**config.mk**
```make
export PLATFORM = sky130hd
export DESIGN_NAME = reset_timeout_seq
export DESIGN_NICKNAME = d
export VERILOG_FILES = /design/src/rtl/reset_timeout_seq.sv
export SDC_FILE = /design/constraint.sdc
export NUM_CORES = 1
export LEC_CHECK = 0
export BUFFER_PORTS_ARGS = -buffer_cell sky130_fd_sc_hd__buf_2
export CAP_MARGIN = 25
export CORE_MARGIN = 8
export CORE_UTILIZATION = 56
export DETAILED_ROUTE_END_ITERATION = 10
export GPL_ROUTABILITY_DRIVEN = 0
export PLACE_DENSITY_LB_ADDON = 0.2
export SLEW_MARGIN = 25
export SYNTH_ARGS = -nofsm -noshare
export SYNTH_HDL_FRONTEND = slang
export SYNTH_SLANG_ARGS = --single-unit
```
**constraint.sdc**
```tcl
create_clock -name clk_i -period 2.88 [get_ports clk_i]
set_clock_uncertainty 0.1 [all_clocks]
set_input_delay 0.144 -clock clk_i [delete_from_list [all_inputs] [get_ports clk_i]]
set_output_delay 0.144 -clock clk_i [all_outputs]
set_load 0.005 [all_outputs]
```
**src/rtl/reset_timeout_seq.sv**
```systemverilog
module reset_timeout_seq #(
  parameter int PWRT_TICKS = 72,
  parameter int OST_CYCLES = 1024
) (
  input  logic       clk_i,
  input  logic       por_i,
  input  logic       mclr_n_i,
  input  logic       bor_i,
  input  logic       wake_i,
  input  logic [1:0] osc_mode_i,
  input  logic       pwrt_en_i,
  input  logic       tick_i,
  output logic       core_rst_o,
  output logic [1:0] phase_o
);

  localparam int TW = $clog2(PWRT_TICKS + 1);
  localparam int CW = $clog2(OST_CYCLES + 1);
  localparam logic [1:0] MODE_RC = 2'b11;

  typedef enum logic [1:0] {
    PH_RUN  = 2'd0,
    PH_POR  = 2'd1,
    PH_PWRT = 2'd2,
    PH_OST  = 2'd3
  } phase_t;

  phase_t st, st_nx, after_pwrt, after_event;
  logic [TW-1:0] tk_cnt;
  logic [CW-1:0] osc_cnt;
  logic is_rc, pwrt_done, ost_done, restart;

  assign is_rc       = (osc_mode_i == MODE_RC);
  assign after_pwrt  = is_rc ? PH_RUN : PH_OST;
  assign after_event = pwrt_en_i ? PH_PWRT : after_pwrt;
  assign pwrt_done   = tick_i && (tk_cnt == TW'(PWRT_TICKS - 1));
  assign ost_done    = (osc_cnt == CW'(OST_CYCLES - 1));

  always_comb begin
    st_nx = st;
    if (por_i)
      st_nx = PH_POR;
    else if (bor_i)
      st_nx = after_event;
    else begin
      case (st)
        PH_POR:  st_nx = after_event;
        PH_PWRT: if (pwrt_done) st_nx = after_pwrt;
        PH_OST:  if (ost_done) st_nx = PH_RUN;
        default: if (wake_i) st_nx = after_pwrt;
      endcase
    end
  end

  assign restart = por_i || bor_i || (st_nx != st);

  always_ff @(posedge clk_i) begin
    st <= st_nx;
    if (restart)
      tk_cnt <= '0;
    else if (st == PH_PWRT && tick_i)
      tk_cnt <= tk_cnt + 1'b1;
    if (restart)
      osc_cnt <= '0;
    else if (st == PH_OST)
      osc_cnt <= osc_cnt + 1'b1;
  end

  assign phase_o    = st;
  assign core_rst_o = (st != PH_RUN) || !mclr_n_i;

  assert_pwrt_hold_R2: assert property (@(posedge clk_i) disable iff (por_i)
    (st == PH_PWRT && !tick_i && !bor_i) |=> st == PH_PWRT);

  assert_ost_hold_R3: assert property (@(posedge clk_i) disable iff (por_i)
    (st == PH_OST && !bor_i && osc_cnt != CW'(OST_CYCLES - 1)) |=> st == PH_OST);

  assert_ost_order_R4: assert property (@(posedge clk_i) disable iff (por_i)
    (st == PH_OST && !bor_i) |=> st != PH_PWRT);

  assert_no_ost_rc_R4: assert property (@(posedge clk_i) disable iff (por_i)
    (st != PH_OST && is_rc) |=> st != PH_OST);

  assert_rc_wake_R7: assert property (@(posedge clk_i) disable iff (por_i)
    (st == PH_RUN && is_rc && !bor_i) |=> st == PH_RUN);

  assert_wake_no_pwrt_R7: assert property (@(posedge clk_i) disable iff (por_i)
    (st == PH_RUN && !bor_i) |=> st != PH_PWRT);

endmodule

```
# After elaboration in Yosys (flattened, before gate mapping)
# Cells that the tools add are included.
op_classes:
  addsub: 2
  eq_ne: 7
  mux: 8
  reduce_logical: 7
op_table:
  columns: ["cell", "count"]
  rows:
  - ["2-bit two-way mux", 7]
  - ["11-bit by 1-bit adder with 11-bit output, second input constant", 1]
  - ["11-bit by 10-bit == test with 1-bit output, second input constant", 1]
  - ["7-bit by 1-bit adder with 7-bit output, second input constant", 1]
  - ["7-bit == test, second input constant", 1]
  - ["2-bit == test, second input constant", 3]
  - ["2-bit one-hot mux with 3 select lines", 1]
  - ["1-bit logical OR", 3]
  - ["2-bit by 1-bit == test with 1-bit output, second input constant", 1]
  - ["1-bit logical AND", 2]
  - ["2-bit inequality test", 1]
  - ["2-bit nonzero test", 1]
  - ["1-bit logical NOT", 1]
word_totals:
  regBits: 20
  input_bits: 9
  out_inout_bits: 3
  word_cells: 27

# Logic depth before layout (Yosys ltp)
logic_depth:
  depth_word: 8
  depth_mapped: 8

# Worst setup path before layout
# No wires, ideal clock.
synth_timing:
  path_type: "register to register"
  from: "register osc_cnt[0]"
  to: "register tk_cnt[6]"
  setup_ns: 0.103
  t_arrival_ns: 2.238
  setup_slack_ns: 0.439
  path_stages_with_launch: 8
  n_path_buf: 1
  period_less_slack_ns: 2.441
  path_cell_list: "dfxtp_1 -> ha_1 -> nand2_1 -> or4_4 -> and2_4 -> o41a_4 -> buf_12 -> a2111oi_2"
synth_via:
  elab_chain_len: 7
synth_lines:
  columns: ["element", "line", "text"]
  rows:
  - ["from (decl)", "30", "logic [CW-1:0] osc_cnt;"]
  - ["from (signal assigned)", "66", "osc_cnt <= osc_cnt + 1'b1;"]
  - ["11-bit by 10-bit == test with 1-bit output", "37", "assign ost_done = (osc_cnt == CW'(OST_CYCLES - 1));"]
  - ["2-bit two-way mux", "49", "PH_OST: if (ost_done) st_nx = PH_RUN;"]
  - ["2-bit one-hot mux with 3 select lines", "46", "case (st)"]
  - ["2-bit two-way mux", "43", "else if (bor_i)"]
  - ["2-bit two-way mux", "41", "if (por_i)"]
  - ["2-bit inequality test", "55", "assign restart = por_i || bor_i || (st_nx != st);"]
  - ["1-bit logical OR", "55", null]
  - ["to (signal assigned)", "62", "tk_cnt <= tk_cnt + 1'b1;"]
  - ["to (decl)", "29", "logic [TW-1:0] tk_cnt;"]
# Every way passes these cells.
# A chain may end at the register's enable or synchronous reset.

# Worst setup path after layout
layout_timing:
  from: "register osc_cnt[1]"
  to: "register osc_cnt[1]"
layout_via:
  elab_chain_len: 7
layout_lines:
  columns: ["element", "line"]
  rows:
  - ["11-bit by 10-bit == test with 1-bit output", "37"]
  - ["2-bit two-way mux", "49"]
  - ["2-bit one-hot mux with 3 select lines", "46"]
  - ["2-bit two-way mux", "43"]
  - ["2-bit two-way mux", "41"]
  - ["2-bit inequality test", "55"]
  - ["1-bit logical OR", "55"]
# Several ways; a longest one is shown, not always the timed one.

==> impl_metrics.ini <==
[cells_and_area]
design_area_um2 = 1350
drive_gt1_share_pct = 26.6
postLayoutCoreUtil_pct = 62.4
num_antenna_cells = 0
syn2layout_area_growth_pct = 7.13
fin_nets = 140
final_common_cell = dfxtp_1
final_cell_mix = dfxtp_1 (20), buf_2 (11), xor2_1 (10)

[worst_setup_path]
worstPathRequired_ns = 2.96
startpoint_type = flip-flop
regToRegSetupSlack_ns = 0.23
crit_type = reg -> reg
critPathMaxStageDelay_ns = 0.60
crit_path_top_delay_cell = o41a_4
r2r_end = osc_cnt[1]
path_cells = ha_1 > nand2_1 > or4_4 > and2_4 > o41a_4 > a2111oi_0
endpoint_kind = flip-flop
worstPathArrival_ns = 2.74
r2r_cells = 6
r2r-start = osc_cnt[1]
critical_path_peak_fanout = 18

[timing]
worst_pin_slew_ns = 0.514
fin_crit_sh_pct = 92.1
finalHoldViolations = 0
finalMaxSlewViolations = 0
rsz0062_at_grt = false
period_needed_ns = 2.65
setup_tns_ns = 0
final-setup-viol-count = 0
fmax_mhz = 377
setup_slack_ns = 0.228
relSlewSlack_pct = 65.7
hold_ws_ns = 0.190

[logic_synthesis]
netlist_area_um2 = 1260
yosysSeqAreaShare_pct = 31.7
ys_seq_elements = 20
synth_top_area_cell = dfxtp_1
syn_area_per_cell_um2 = 10.6
synth_area_leaders = dfxtp_1 (32%), a2111oi_2 (9.5%), xor2_1 (6.9%), a2111oi_0 (5.5%), xnor2_1 (4.9%)
synth_top_area_share_pct = 31.7
ys_types = 41
synth_nets = 130
synth_warnings = 0
netlist_instances = 119

[clock_network]
cts_sinks = 20
h-tree-depth = 1
cts-root-buf = clkbuf_4
cts_setup_buffers = 0
clock_path_buffers = 2
clkSlewWorstSetupHoldPaths_ns = 0.12
cts_made_buffers = 3
insertion_delay_ns = 0.31
cts_tree = yes

[min_path]
hold_class = in -> reg
min_from = osc_mode_i[0]
holdPathEnd = phase_o[0]
worstHoldPathCells = 4

[power]
power_density_nw_per_um2 = 455
peakVddDrop_mv = 0.329
p_leak_nw = 0.426

[routing]
firstDrtPassIters = 4
drc = 0
drt_iter0_markers = 31
wl_per_cell_um = 15.7
ant_nets = 0
vias_per_cell = 6.12
vias = 955
wirelength_um = 2450

[floorplanning]
die_w_um = 63.5
die_y_um = 63.5
start_util_pct = 58.2
die_area_um2 = 4030
io_pins = 12
core_area_um2 = 2170
rows = 17

[global_route]
grt_start_max_net_pins = 23
grt_overflow = 0
grt_usage_pct = 12.6
grt_pass1_wl_um = 4180
grt_antenna_before_repair = 0
grt_pass1_vias = 893

[placed_design]
dpl-instance-area_um2 = 1280
numPortBuffers = 11
hpwlAfterDp_um = 1650
dp_slack_ns = 0.226

[job]
maxCapViolCount = 0

[status]
outcome = complete, no violations
==> cell usage after synthesis, drive strengths merged <==
cell and count:
nand4 5, nand3 3, a221o 1, clkbuf 3, and4 3, or2 1, a2111oi 18, xnor2 7
buf 5, nor2 2, a21oi 2, a2111o 1, nand2 8, nor4b 1, a31o 1, dlygate4sd3 1
o21ai 3, mux2i 2, nor2b 2, or4 1, o21bai 2, inv 1, and2 4, and3 1
and2b 1, a311oi 2, ha 2, a21boi 1, nor3 2, o41a 1, dlygate4sd1 1, and3b 1
dfxtp 20, xor2 10
==> final cells by class <==
class / instances / area [µm²]
fillers: 203 / 816
repair buffers: 15 / 90.1
flip-flops and latches: 20 / 400
multi-input cells: 88 / 772
inverters: 1 / 3.75
well taps: 28 / 35.0
clock buffers: 3 / 22.5
clock inverters: 1 / 30.0
==> timing repair <==
item	CTS	global route
gates resized for setup	0	0
hold endpoints to repair	1	0
endpoints found under the setup margin	0	0
hold buffers	2	0
==> cells by family (layout without fill, tap and decap cells) <==
group	after synthesis	count (layout)	share of synthesized area [%]
AO/OA/AOI/OAI	32	32	28.6
XOR/XNOR	17	17	11.8
adder cells (fa/ha/maj)	2	2	1.98
buffers and inverters	11	20	7.23
flip-flops	20	20	31.7
multiplexers	2	2	1.58
AND/OR/NAND/NOR	35	35	17.1
==> routing by layer <==
metal | GRT usage, % | wire length, µm
met1 | 16.2 | 1220
met2 | 19.0 | 1080
met3 | 3.00 | 89
met4 | 6.13 | 62
met5 | 0 | 0
==> sequential cells by signal, summed over array words and instances, names as in the netlist <==
name and count:
tk_cnt 7, osc_cnt 11, phase_o 2
==> critical path: cells and delay by family, from the launching register on <==
family | cells | cell delay [ns]
AOI/OAI and AO/OA | 2 | 1.09
adders and majority gates | 1 | 0.19
DFF | 1 | 0.38
and+or+nand+nor | 3 | 0.77
==> power breakdown <==
| part | internal (mW) | switching [mW] |
|---|---|---|
| Combinational | 0.0347 | 0.0581 |
| Clock | 0.141 | 0.0956 |
| Sequential | 0.280 | 0.00650 |
| Total | 0.455 | 0.160 |
==> worst max path at each step <==
stage	start	end	slack, ns	cells after the start
2_1_floorplan	osc_cnt[0]	tk_cnt[6]	0.44	7
3_3_place_gp	osc_cnt[0]	osc_cnt[0]	0.39	6
3_5_place_dp	osc_cnt[1]	osc_cnt[1]	0.23	6
4_1_cts	osc_cnt[1]	osc_cnt[1]	0.20	6
5_1_grt	tk_cnt[0]	osc_cnt[3]	0.11	6
6_report	osc_cnt[1]	osc_cnt[1]	0.23	6
==> per-stage QoR <==
step | total power [mW] | std cells
3_5_place_dp | 0.381 | 150
5_1_grt | 0.640 | 156
3_3_place_gp | 0.379 | 150
6_report | 0.616 | 156
4_1_cts | 0.621 | 156
2_1_floorplan | 0.370 | 119
No activity file was read; power rests on OpenSTA's default activity.
